==> src/rtl/flash_pv_pkg.sv <==
// Shared types and helpers for the flash program-verify sequencer.
// Assumes: clock frequency given in kHz, pulse length in ns.
package flash_pv_pkg;

    typedef enum logic [3:0] {
        ST_IDLE,
        ST_SETUP,
        ST_DATA,
        ST_PULSE,
        ST_VCMD,
        ST_SETTLE,
        ST_SAMPLE,
        ST_ABORT1,
        ST_ABORT2
    } pv_state_e;

    // Converts a duration in ns to clock cycles, rounded up, at least 1.
    function automatic int ns_to_cycles(input int ns, input int khz);
        longint prod;
        longint cyc;
        prod = longint'(ns) * longint'(khz);
        cyc  = (prod + 64'sd999999) / 64'sd1000000;
        if (cyc < 1) cyc = 1;
        return int'(cyc);
    endfunction

endpackage

==> src/rtl/flash_pv_timer.sv <==
// Wait-state cycle counter shared by the program pulse and the settle delay.
// Counts only while enabled; clears whenever the controller changes state.
// Assumes: limit_i >= 1 and constant during one enabled interval.
module flash_pv_timer #(
    parameter int TW = 8
) (
    input  logic          clk,
    input  logic          rst_n,
    input  logic          en_i,
    input  logic          clr_i,
    input  logic [TW-1:0] limit_i,
    output logic          expire_o
);

    logic [TW-1:0] cnt_q;

    // Counts enabled cycles of the current wait state.
    always_ff @(posedge clk) begin
        if (!rst_n) begin
            cnt_q <= '0;
        end else if (clr_i) begin
            cnt_q <= '0;
        end else if (en_i) begin
            cnt_q <= cnt_q + 1'b1;
        end
    end

    // Flags the last cycle of the wait interval.
    always_comb begin
        expire_o = en_i && (cnt_q == limit_i - 1'b1);
    end

    AST_TIMER_BOUND: assert property (@(posedge clk) disable iff (!rst_n)
        en_i |-> (cnt_q < limit_i));

endmodule

==> src/rtl/flash_pv_attempts.sv <==
// Counts program pulses applied to the current byte and flags the limit.
// Assumes: inc_i is never raised once the limit has been reached.
module flash_pv_attempts #(
    parameter int MAXP = 25,
    parameter int CW   = 5
) (
    input  logic          clk,
    input  logic          rst_n,
    input  logic          clr_i,
    input  logic          inc_i,
    output logic [CW-1:0] count_o,
    output logic          last_o
);

    logic [CW-1:0] count_q;

    // Clears on an accepted start, advances on each data-byte write.
    always_ff @(posedge clk) begin
        if (!rst_n) begin
            count_q <= '0;
        end else if (clr_i) begin
            count_q <= '0;
        end else if (inc_i) begin
            count_q <= count_q + 1'b1;
        end
    end

    // Exposes the count and the limit flag.
    always_comb begin
        count_o = count_q;
        last_o  = (count_q == CW'(MAXP));
    end

    AST_COUNT_LIMIT: assert property (@(posedge clk) disable iff (!rst_n)
        count_q <= CW'(MAXP));
    AST_INC_BELOW_LIMIT: assert property (@(posedge clk) disable iff (!rst_n)
        inc_i |-> (count_q < CW'(MAXP)));

endmodule

==> src/rtl/flash_pv_busdrv.sv <==
// Decodes the controller state into flash bus controls and write data.
// Assumes: the abort reset code is all ones.
module flash_pv_busdrv
    import flash_pv_pkg::*;
#(
    parameter int                DATA_W     = 8,
    parameter logic [DATA_W-1:0] SETUP_CMD  = 8'h40,
    parameter logic [DATA_W-1:0] VERIFY_CMD = 8'hC0
) (
    input  pv_state_e         state_i,
    input  logic [DATA_W-1:0] data_i,
    output logic              we_o,
    output logic              oe_o,
    output logic              vpp_o,
    output logic [DATA_W-1:0] wdata_o
);

    // Selects strobe, read enable and write data per state.
    always_comb begin
        we_o    = 1'b0;
        oe_o    = 1'b0;
        wdata_o = '0;
        unique case (state_i)
            ST_SETUP:  begin we_o = 1'b1; wdata_o = SETUP_CMD;  end
            ST_DATA:   begin we_o = 1'b1; wdata_o = data_i;     end
            ST_VCMD:   begin we_o = 1'b1; wdata_o = VERIFY_CMD; end
            ST_ABORT1,
            ST_ABORT2: begin we_o = 1'b1; wdata_o = '1;         end
            ST_SETTLE,
            ST_SAMPLE: oe_o = 1'b1;
            default:   ;
        endcase
    end

    // Holds the programming voltage on for every non-idle state.
    always_comb begin
        vpp_o = (state_i != ST_IDLE);
    end

endmodule

==> src/rtl/flash_pv_ctrl.sv <==
// Flash byte program-verify sequencer (top).
// Runs setup / data / timed pulse / verify / settle / compare attempts until
// the byte reads back correctly or MAX_PULSES pulses are spent; an abort while
// busy writes the reset code twice and returns to idle.
// Assumes: SETTLE_CYC >= 1; flash read data is valid SETTLE_CYC cycles after
// the verify write; synchronous active-low reset.
module flash_pv_ctrl
    import flash_pv_pkg::*;
#(
    parameter int                ADDR_W     = 18,
    parameter int                DATA_W     = 8,
    parameter int                CLK_KHZ    = 200000,
    parameter int                PULSE_NS   = 10000,
    parameter int                SETTLE_CYC = 4,
    parameter int                MAX_PULSES = 25,
    parameter int                CNT_W      = $clog2(MAX_PULSES + 1),
    parameter logic [DATA_W-1:0] SETUP_CMD  = 8'h40,
    parameter logic [DATA_W-1:0] VERIFY_CMD = 8'hC0
) (
    input  logic              clk,
    input  logic              rst_n,
    input  logic              start_i,
    input  logic              abort_i,
    input  logic [ADDR_W-1:0] addr_i,
    input  logic [DATA_W-1:0] data_i,
    output logic [ADDR_W-1:0] flash_addr_o,
    output logic [DATA_W-1:0] flash_wdata_o,
    output logic              flash_we_o,
    output logic              flash_oe_o,
    output logic              vpp_en_o,
    input  logic [DATA_W-1:0] flash_rdata_i,
    output logic              done_o,
    output logic              fail_o,
    output logic [CNT_W-1:0]  pulses_o
);

    localparam int PULSE_CYC = ns_to_cycles(PULSE_NS, CLK_KHZ);
    localparam int WAIT_MAX  = (PULSE_CYC > SETTLE_CYC) ? PULSE_CYC : SETTLE_CYC;
    localparam int TW        = $clog2(WAIT_MAX + 1);

    pv_state_e         state_q, state_d;
    logic [ADDR_W-1:0] addr_q;
    logic [DATA_W-1:0] data_q;
    logic              done_q, fail_q;
    logic              busy, in_abort, accept, match;
    logic              tmr_en, tmr_clr, tmr_exp;
    logic [TW-1:0]     tmr_lim;
    logic              cnt_last;

    // Classifies the current state and the start/compare conditions.
    always_comb begin
        busy     = (state_q != ST_IDLE);
        in_abort = (state_q == ST_ABORT1) || (state_q == ST_ABORT2);
        accept   = (state_q == ST_IDLE) && start_i;
        match    = (flash_rdata_i == data_q);
    end

    // Computes the next sequencer state; abort overrides every busy step.
    always_comb begin
        state_d = state_q;
        unique case (state_q)
            ST_IDLE:   if (start_i) state_d = ST_SETUP;
            ST_SETUP:  state_d = ST_DATA;
            ST_DATA:   state_d = ST_PULSE;
            ST_PULSE:  if (tmr_exp) state_d = ST_VCMD;
            ST_VCMD:   state_d = ST_SETTLE;
            ST_SETTLE: if (tmr_exp) state_d = ST_SAMPLE;
            ST_SAMPLE: state_d = (match || cnt_last) ? ST_IDLE : ST_SETUP;
            ST_ABORT1: state_d = ST_ABORT2;
            ST_ABORT2: state_d = ST_IDLE;
            default:   state_d = ST_IDLE;
        endcase
        if (abort_i && busy && !in_abort) state_d = ST_ABORT1;
    end

    // Advances the state register.
    always_ff @(posedge clk) begin
        if (!rst_n) state_q <= ST_IDLE;
        else        state_q <= state_d;
    end

    // Latches the target address and byte on an accepted start.
    always_ff @(posedge clk) begin
        if (!rst_n) begin
            addr_q <= '0;
            data_q <= '0;
        end else if (accept) begin
            addr_q <= addr_i;
            data_q <= data_i;
        end
    end

    // Produces the one-cycle result strobes from the compare cycle.
    always_ff @(posedge clk) begin
        if (!rst_n) begin
            done_q <= 1'b0;
            fail_q <= 1'b0;
        end else begin
            done_q <= (state_q == ST_SAMPLE) && !abort_i && match;
            fail_q <= (state_q == ST_SAMPLE) && !abort_i && !match && cnt_last;
        end
    end

    // Selects the wait length for the timer.
    always_comb begin
        tmr_en  = (state_q == ST_PULSE) || (state_q == ST_SETTLE);
        tmr_clr = (state_d != state_q);
        tmr_lim = (state_q == ST_PULSE) ? TW'(PULSE_CYC) : TW'(SETTLE_CYC);
    end

    flash_pv_timer #(
        .TW (TW)
    ) timer_i (
        .clk      (clk),
        .rst_n    (rst_n),
        .en_i     (tmr_en),
        .clr_i    (tmr_clr),
        .limit_i  (tmr_lim),
        .expire_o (tmr_exp)
    );

    flash_pv_attempts #(
        .MAXP (MAX_PULSES),
        .CW   (CNT_W)
    ) attempts_i (
        .clk     (clk),
        .rst_n   (rst_n),
        .clr_i   (accept),
        .inc_i   (state_q == ST_DATA),
        .count_o (pulses_o),
        .last_o  (cnt_last)
    );

    flash_pv_busdrv #(
        .DATA_W     (DATA_W),
        .SETUP_CMD  (SETUP_CMD),
        .VERIFY_CMD (VERIFY_CMD)
    ) busdrv_i (
        .state_i (state_q),
        .data_i  (data_q),
        .we_o    (flash_we_o),
        .oe_o    (flash_oe_o),
        .vpp_o   (vpp_en_o),
        .wdata_o (flash_wdata_o)
    );

    // Drives the result and address outputs.
    always_comb begin
        flash_addr_o = addr_q;
        done_o       = done_q;
        fail_o       = fail_q;
    end

    AST_DONE_SINGLE: assert property (@(posedge clk) disable iff (!rst_n)
        done_o |=> !done_o);
    AST_FAIL_SINGLE: assert property (@(posedge clk) disable iff (!rst_n)
        fail_o |=> !fail_o);
    AST_FAIL_AT_LIMIT: assert property (@(posedge clk) disable iff (!rst_n)
        fail_o |-> (pulses_o == CNT_W'(MAX_PULSES)));
    AST_VPP_ON_BUS: assert property (@(posedge clk) disable iff (!rst_n)
        (flash_we_o || flash_oe_o) |-> vpp_en_o);
    AST_ABORT_WRITES_FF: assert property (@(posedge clk) disable iff (!rst_n)
        (abort_i && busy && !in_abort) |=> (flash_we_o && (flash_wdata_o == '1)));
    AST_ABORT_BEATS_RESULT: assert property (@(posedge clk) disable iff (!rst_n)
        (abort_i && (state_q == ST_SAMPLE)) |=> (!done_o && !fail_o));
    AST_ADDR_HELD: assert property (@(posedge clk) disable iff (!rst_n)
        (busy && $past(busy)) |-> $stable(flash_addr_o));

endmodule

==> config.mk <==
export PLATFORM = sky130hd
export DESIGN_NAME = flash_pv_ctrl
export DESIGN_NICKNAME = d
export VERILOG_FILES = /design/src/rtl/flash_pv_pkg.sv /design/src/rtl/flash_pv_timer.sv /design/src/rtl/flash_pv_attempts.sv /design/src/rtl/flash_pv_busdrv.sv /design/src/rtl/flash_pv_ctrl.sv
export SDC_FILE = /design/constraint.sdc
export NUM_CORES = 1
export LEC_CHECK = 0
export CORE_AREA = 2 2 93 95
export DETAILED_ROUTE_END_ITERATION = 8
export DIE_AREA = 0 0 95 97
export PLACE_DENSITY = 0.61
export SLEW_MARGIN = 25
export SYNTH_ARGS = -nofsm -noshare
export SYNTH_HDL_FRONTEND = slang
export SYNTH_SLANG_ARGS = --single-unit
==> constraint.sdc <==
create_clock -name clk -period 4.5 [get_ports clk]
set_clock_uncertainty 0.15 [all_clocks]
set_input_delay 0.45 -clock clk [delete_from_list [all_inputs] [get_ports clk]]
set_output_delay 0.45 -clock clk [all_outputs]
set_load 0.02 [all_outputs]
==> flow_metrics.tcl, run 1 <==
set metrics [dict create \
    routedWlPerCell_um 12.7 \
    ys_ff_latch 48 \
    max_stage_delay_ns 0.76 \
    cp_top_family "flip-flops" \
    diodes 0 \
    synth_fa_ha_area_share_pct 1.58 \
    hold_buffers 0 \
    htreeDepth 2 \
    post_cts_resized 0 \
    met2_length_mm 2.81 \
    yosys.area_share.simple_pct 27.6 \
    layoutNonFillerInstCount 474 \
    rsz0062_at_grt "no" \
    drtIter0Drc 87 \
    wl_met1_mm 2.68 \
    postCtsSetupBuffers 0 \
    hp-start "flash_addr_o[5]$_SDFFE_PN0P_" \
    dpl.hpwl_mm 4.35 \
    wl_met3_um 427 \
    cts_tree "yes" \
    gp_congestion 0.795 \
    synth_top_family_by_area "simple AND/OR/NAND/NOR gates" \
    worst_slew_pin_slew_ns 0.904 \
    drv_cap 0 \
    hold_viol_final 0 \
    yosys_warnings 0 \
    cts_buffers 5 \
    ff2ff_path_depth 5 \
    crit_cells 4 \
    clk_pin_slew_ns 0.10 \
    whs_ns 0.314 \
    initial_utilization_pct 29.3 \
    highest-signal-layer "met4" \
    synth_edf_count 0 \
    muxShareOfSynthArea_pct 0.420 \
    fillers 828 \
    setup-tns-final_ns 0 \
    timing.reg2reg.setup_slack_ns 1.82 \
    areaGrowthSynthToFinish_pct 39.4 \
    p_leak_nw 1.14 \
    slew_headroom_pct 39.7 \
    status "complete, no violations" \
    rr_startpoint "state_q[1]$_SDFF_PN0_" \
    row_count 33 \
    dieWidth_um 95 \
    syn_inst 300 \
    cp_num_buf_inv 1 \
    grt_pass1_wl_mm 10.0 \
    clk_latency_ns 0.31 \
    crit_path_start_kind "flop" \
    fin_area_um2 3320 \
    crit_path_cell_trace "nor2b_1 -> a21oi_1 -> o21ai_0 -> clkdlybuf4s50_1" \
    routed_via_density 4.74 \
    synth_compound_area_share_pct 17.7 \
    synth_cell_types 43 \
    dp_cells 466 \
    die_area_um2 9220 \
    post_dp_cell_area_um2 3200 \
    core_um2 8130 \
    clock.fmax_mhz 333 \
    die_h_um 97 \
    grt_start_max_net_pins 33 \
    clk_path_buf_depth 2 \
    worstSetupStartpoint "state_q[1]$_SDFF_PN0_" \
    worstHoldPathCells 2 \
    dr.pass1.iters 4 \
    grtUsageTotal_pct 13.5 \
    antenna_left 0 \
    synth_fp_nets 341 \
    period_share_pct 66.7 \
    drt-total-wl_mm 6.02 \
    avgSynthCellArea_um2 7.94 \
    required_ns 3.90 \
    cpMaxStageDelayCell "dfxtp_1" \
    multiInputGateArea_um2 1350 \
    async_flop_share_pct 0 \
    ir_worst_vdd_v 0.000118 \
    grt_pass1_vias 2090 \
    crit_path_end_kind "primary output" \
    cts.sinks 48 \
    cts-root-buf "clkbuf_8" \
    io_buffers 73 \
    post-route-drc-count 0 \
    layout.nets 409 \
    drive_above_1_share_pct 3.52 \
    p_total_mw 1.12 \
    worstPathArrival_ns 2.40 \
    setup_viol 0 \
    hold_class "reg -> reg" \
    pin_count 74 \
    period_needed_ns 3.00 \
    maxSlewViolCount 0 \
    seqCellArea_um2 961 \
    path_class "reg -> out" \
    mappedNetlistArea_um2 2380 \
    synth_xor_area_share_pct 9.20 \
    cellPowerDensity_nw_per_um2 336 \
    antenna_found_initial 0 \
    overflow 0 \
    ys_seq_area_share_pct 40.4 \
    vias 2248 \
    crit_fanout 21 \
    ys.flop_type "dfxtp_1" \
]
## worst min-delay path, cell delays in order (launching register included)
cell and delay (ns):
dfxtp_1 0.32, nand2_1 0.04, a21boi_0 0.06
## placed cells by master, fill, tap and decap left out, drive strengths merged, types with 2 or more instances in the layout
master | Yosys | layout
clkdlybuf4s50 | 0 | 73
nand2 | 67 | 67
dfxtp | 48 | 48
a21boi | 28 | 28
nor2 | 25 | 25
xor2 | 14 | 14
a21oi | 12 | 12
xnor2 | 11 | 11
o21ai | 10 | 10
nor3 | 8 | 8
nand3 | 7 | 7
nor2b | 6 | 6
nand4 | 6 | 6
inv | 5 | 6
clkbuf | 10 | 5
nor4 | 4 | 4
nor3b | 3 | 3
nand4b | 3 | 3
ha | 3 | 3
and3 | 3 | 3
o22ai | 2 | 2
o21a | 2 | 2
and2 | 2 | 2
buf | 4 | 2
or2 | 2 | 2
## through the flow
stage               worst slack (ns)  utilization, %
finish                          1.50            40.8
global route                    1.29            40.8
CTS                             1.50            40.8
detailed placement              1.79            39.4
global placement                1.83            39.4
floorplan                       2.20               -
## final timing paths
path                                                 endpoint
worst max-delay path                         flash_wdata_o[0]
worst min-delay path             flash_addr_o[5]$_SDFFE_PN0P_
worst max register to register  timer_i.cnt_q[4]$_SDFFE_PP0P_
worst min register to register   flash_addr_o[5]$_SDFFE_PN0P_
## where the power goes
part	internal, mW	switching (mW)	total, mW
Sequential	0.452	0.0371	0.489
Combinational	0.146	0.157	0.303
Clock	0.168	0.157	0.324
## synthesized netlist by cell type, types with 2 or more instances
master | n | area [um2]
o21a_1 | 2 | 15.0
nor3b_1 | 3 | 22.5
nor2_1 | 25 | 93.8
clkbuf_1 | 10 | 37.5
and2_1 | 2 | 12.5
a21oi_1 | 12 | 60.1
nand4b_1 | 3 | 26.3
nor2b_1 | 6 | 37.5
nand3_1 | 7 | 35.0
inv_1 | 5 | 18.8
nor4_1 | 4 | 25.0
buf_2 | 3 | 15.0
a21boi_0 | 28 | 210
dfxtp_1 | 48 | 961
and3_1 | 3 | 18.8
o21ai_0 | 9 | 45.0
nand4_1 | 6 | 37.5
nor3_1 | 7 | 35.0
ha_1 | 3 | 37.5
nand2_1 | 67 | 251
o22ai_1 | 2 | 12.5
xor2_1 | 14 | 123
xnor2_1 | 11 | 96.3
## layer usage
metal  global-route usage, %  vias to the layer above
li1                        -                     1155
met3                    4.05                        8
met5                       0                        -
met4                    4.91                        0
met1                    17.3                     1018
met2                    21.4                       67
## cell families after synthesis
family | count (synthesis)
AO/OA/AOI/OAI | 63
XOR/XNOR | 25
adder cells (fa/ha/maj) | 3
buffers and inverters | 19
flip-flops | 48
multiplexers | 1
AND/OR/NAND/NOR | 141
## cell type report
class | count | share of cell area, %
inverters | 5 | 0.566
flip-flops and latches | 48 | 29.0
clock buffers | 5 | 2.07
repair buffers | 75 | 22.5
well taps | 105 | 3.96
multi-input cells | 233 | 40.6
clock inverters | 3 | 1.40
## sequential cells by signal, indices dropped and copies added (netlist names)
name                flops
attempts_i.count_o      5
flash_addr_o           18
fail_o                  1
data_q                  8
state_q                 4
done_o                  1
timer_i.cnt_q          11
(Power assumes the default switching activity.)
==> run 2: changes to the inputs <==
Settings changed: PLACE_DENSITY 0.61 to 0.63.
Clock period 4.5 ns to 2.55 ns, I/O delays scaled along.
==> flow_metrics.tcl, run 2 (synthesized netlist as in run 1, its figures left out) <==
set metrics [dict create \
    routed_via_density 4.76 \
    dpl.hpwl_mm 4.65 \
    htreeDepth 2 \
    pin_count 74 \
    cellPowerDensity_nw_per_um2 587 \
    final_cell_mix "clkdlybuf4s50_1 (68), nand2_1 (67), dfxtp_1 (45)" \
    period_share_pct 94.9 \
    gp_congestion 0.864 \
    path_class "reg -> out" \
    drv_cap 0 \
    p_sw_mw 0.631 \
    layout.nets 419 \
    worst_slew_pin_slew_ns 0.413 \
    row_count 33 \
    crit_path_start_kind "flop" \
    clk_path_buf_depth 2 \
    p_leak_nw 1.28 \
    drive_above_1_share_pct 7.39 \
    ir_worst_vdd_v 0.000264 \
    grt_pass1_vias 2332 \
    diodes 0 \
    dr.pass1.iters 4 \
    grtUsageTotal_pct 14.8 \
    clk_latency_ns 0.30 \
    dieWidth_um 95 \
    cpMaxStageDelayCell "clkdlybuf4s50_1" \
    p_seq_share_pct 42.5 \
    max_stage_delay_ns 0.63 \
    cts-root-buf "clkbuf_8" \
    overflow 0 \
    timing.reg2reg.setup_slack_ns 0.27 \
    setup_viol 0 \
    worstPathArrival_ns 2.01 \
    routedWlPerCell_um 13.2 \
    rsz0062_at_grt "yes" \
    p_total_mw 2.01 \
    drtIter0Drc 81 \
    cts_tree "yes" \
    hold_buffers 0 \
    clock.fmax_mhz 413 \
    cp_num_buf_inv 2 \
    whs_ns 0.318 \
    initial_utilization_pct 29.3 \
    status "complete, no violations" \
    die_h_um 97 \
    antenna_left 0 \
    clkPwrFrac_pct 28.6 \
    largest_reg_flops 18 \
    required_ns 2.14 \
    post-route-drc-count 0 \
    grt_pass1_wl_mm 10.9 \
    crit_fanout 11 \
    crit_path_cell_trace "inv_1 -> xnor2_1 -> o21ai_0 -> clkdlybuf4s50_1" \
    hold_viol_final 0 \
    drt-total-wl_mm 6.38 \
    period_needed_ns 2.42 \
    final_common_cell "clkdlybuf4s50_1" \
    crit_path_end_kind "primary output" \
    cts.sinks 48 \
    p_comb_share_pct 28.9 \
    antenna_found_initial 0 \
    cts_buffers 5 \
    io_buffers 73 \
    hold_class "reg -> reg" \
    p_int_mw 1.37 \
    die_area_um2 9220 \
    slew_headroom_pct 72.2 \
    swShare_pct 31.5 \
    grt_start_max_net_pins 28 \
    core_um2 8130 \
    areaGrowthSynthToFinish_pct 43.7 \
    maxSlewViolCount 0 \
    postCtsSetupBuffers 0 \
    clk_pin_slew_ns 0.10 \
    vias 2306 \
    cp_top_family "buffers and inverters" \
]
run 2: final cells by class:
| cell class | instances | area [um2] |
|---|---|---|
| fill | 819 | 4710 |
| multi-input combinational | 233 | 1360 |
| sequential | 48 | 965 |
| timing repair buffer | 85 | 833 |
| tap | 105 | 131 |
| clock buffer | 5 | 68.8 |
| clock inverter | 3 | 46.3 |
| inverter | 5 | 18.8 |
run 2: timing repair:
action	in CTS	in global routing
gates resized for setup	1	10
cloned	0	0
endpoints found under the setup margin	2	20
run 2: layer usage:
layer	vias to the layer above	part of all wire [%]	track usage [%]
met2	54	50	25.9
met1	1067	43	17.7
met3	8	4.9	3.35
met5	-	0	0
met4	0	1.5	4.35
li1	1177	-	-
run 2: final timing paths:
check	startpoint	end	depth (start not counted)
max	state_q[0]$_SDFF_PN0_	flash_we_o	4
max reg2reg	timer_i.cnt_q[0]$_SDFFE_PP0P_	timer_i.cnt_q[9]$_SDFFE_PP0P_	8
min	flash_addr_o[5]$_SDFFE_PN0P_	flash_addr_o[5]$_SDFFE_PN0P_	2
min reg2reg	flash_addr_o[5]$_SDFFE_PN0P_	flash_addr_o[5]$_SDFFE_PN0P_	2
run 2: power groups by stage:
| stage | clock (mW) | sequential, mW | combinational (mW) |
|---|---|---|---|
| final | 0.574 | 0.853 | 0.579 |
| after detailed placement | 0 | 0.867 | 0.584 |
| after global placement | 0 | 0.867 | 0.579 |
| after global routing | 0.627 | 0.863 | 0.639 |
| after floorplan | 0 | 0.881 | 0.306 |
| after CTS | 0.597 | 0.851 | 0.586 |
run 2: worst reg2reg max path, delay by kind of cell, from the launching register on:
family | cells | cell delay, ns
compound gates | 2 | 0.32
flops | 1 | 0.41
buf+inv | 1 | 0.21
simple gates | 4 | 0.88
fa+ha+maj | 1 | 0.21
run 2: through the flow:
step                area (um2)  utilization [%]  instances  setup slack [ns]  setup TNS, ns
floorplan                 2380                -        300             0.342              0
global placement          3280             40.3        476             0.278              0
detailed placement        3280             40.3        476             0.175              0
CTS                       3390             41.7        484            0.0133              0
global route              3420             42.1        484          -0.00872       -0.00872
finish                    3420             42.1        484             0.131              0
==> run 3: changes to the inputs <==
Settings changed: RECOVER_POWER set to 25.
==> flow_metrics.tcl, run 3 (synthesized netlist as in run 1, its figures left out) <==
set metrics [dict create \
    routedWlPerCell_um 13.2 \
    period_needed_ns 2.44 \
    overflow 0 \
    die_h_um 97 \
    areaGrowthSynthToFinish_pct 43.5 \
    postCtsSetupBuffers 0 \
    dr.pass1.iters 4 \
    clk_latency_ns 0.30 \
    antenna_found_initial 0 \
    drtIter0Drc 95 \
    gp_congestion 0.864 \
    grt_pass1_wl_mm 10.9 \
    pin_count 74 \
    htreeDepth 2 \
    layout.nets 419 \
    cts_buffers 5 \
    grtUsageTotal_pct 14.8 \
    crit_path_cell_trace "inv_1 -> xnor2_1 -> o21ai_0 -> clkdlybuf4s50_1" \
    whs_ns 0.314 \
    post-route-drc-count 0 \
    grt_start_max_net_pins 28 \
    clk_pin_slew_ns 0.10 \
    hold_class "reg -> reg" \
    initial_utilization_pct 29.3 \
    timing.final.ws_setup_ns 0.113 \
    maxSlewViolCount 0 \
    crit_path_end_kind "primary output" \
    worst_slew_pin_slew_ns 0.415 \
    crit_path_start_kind "flop" \
    p_leak_nw 1.33 \
    path_class "reg -> out" \
    clk_path_buf_depth 2 \
    cellPowerDensity_nw_per_um2 584 \
    final_cell_mix "nand2_1 (67), clkdlybuf4s50_1 (51), dfxtp_1 (45)" \
    vias 2307 \
    setup_viol 0 \
    diodes 0 \
    crit_fanout 11 \
    die_area_um2 9220 \
    routed_via_density 4.77 \
    period_share_pct 95.6 \
    post_cts_resized 1 \
    cts-root-buf "clkbuf_8" \
    drive_above_1_share_pct 7.12 \
    required_ns 2.14 \
    hold_buffers 0 \
    slew_headroom_pct 72.1 \
    status "complete, no violations" \
    clock.fmax_mhz 410 \
    cts_tree "yes" \
    grt_pass1_vias 2332 \
    dieWidth_um 95 \
    rsz0062_at_grt "yes" \
    hold_viol_final 0 \
    row_count 33 \
    setup-tns-final_ns 0 \
    cts.sinks 48 \
    worstPathArrival_ns 2.03 \
    drt-total-wl_mm 6.38 \
    ir_worst_vdd_v 0.000264 \
    largest_reg_flops 18 \
    fillers 821 \
    core_um2 8130 \
    antenna_left 0 \
    dpl.hpwl_mm 4.65 \
    max_stage_delay_ns 0.63 \
    io_buffers 73 \
    pre_cts_ws_ns 0.175 \
    final_common_cell "nand2_1" \
    cpMaxStageDelayCell "clkdlybuf4s50_1" \
    drv_cap 0 \
]
-- run 3: changes by cell type in the layout (fill, tap and decap cells not counted) --
cell             delta
and2_0              +1
clkbuf_1            +1
clkdlybuf4s50_1    -17
dlygate4sd3_1      +17
buf_4               -1
and2_1              -1
-- run 3: critical path, delay by kind of cell (launching register included) --
family	cells	cell delay, ns
XOR/XNOR	1	0.16
buffers and inverters	2	0.84
flip-flops	1	0.56
AO/OA/AOI/OAI	1	0.16
-- run 3: final timing paths --
path | startpoint | to | slack, ns | cells past startpoint
max | state_q[0]$_SDFF_PN0_ | flash_we_o | 0.11 | 4
min | flash_addr_o[5]$_SDFFE_PN0P_ | flash_addr_o[5]$_SDFFE_PN0P_ | 0.31 | 2
max reg2reg | timer_i.cnt_q[0]$_SDFFE_PP0P_ | timer_i.cnt_q[9]$_SDFFE_PP0P_ | 0.27 | 8
min reg2reg | flash_addr_o[5]$_SDFFE_PN0P_ | flash_addr_o[5]$_SDFFE_PN0P_ | 0.31 | 2
-- run 3: stage by stage --
stage	cells	power (mW)	area, um2	util, %
2_1_floorplan	300	1.19	2380	-
3_3_place_gp	476	1.45	3280	40.3
3_5_place_dp	476	1.45	3280	40.3
4_1_cts	484	2.03	3390	41.7
5_1_grt	484	2.12	3420	42.0
6_report	484	2.00	3420	42.0
-- run 3: layer usage --
layer | up-vias | GRT usage [%] | share of wire (%)
met5 | - | 0 | 0
met3 | 8 | 3.35 | 4.8
met1 | 1067 | 17.7 | 43
met4 | 0 | 4.35 | 1.6
li1 | 1177 | - | -
met2 | 55 | 25.9 | 50
-- run 3: final cells by class --
type / instances / area (um2) / area share, %
Clock buffer: 5 / 68.8 / 2.01
Clock inverter: 3 / 46.3 / 1.35
Inverter: 5 / 18.8 / 0.549
Multi-Input combinational cell: 233 / 1360 / 39.7
Sequential cell: 48 / 965 / 28.2
Tap cell: 105 / 131 / 3.84
Timing Repair Buffer: 85 / 830 / 24.3
-- run 3: power by group --
group | internal, mW | switching, mW
logic | 0.272 | 0.298
clock network | 0.296 | 0.279
registers | 0.798 | 0.0541
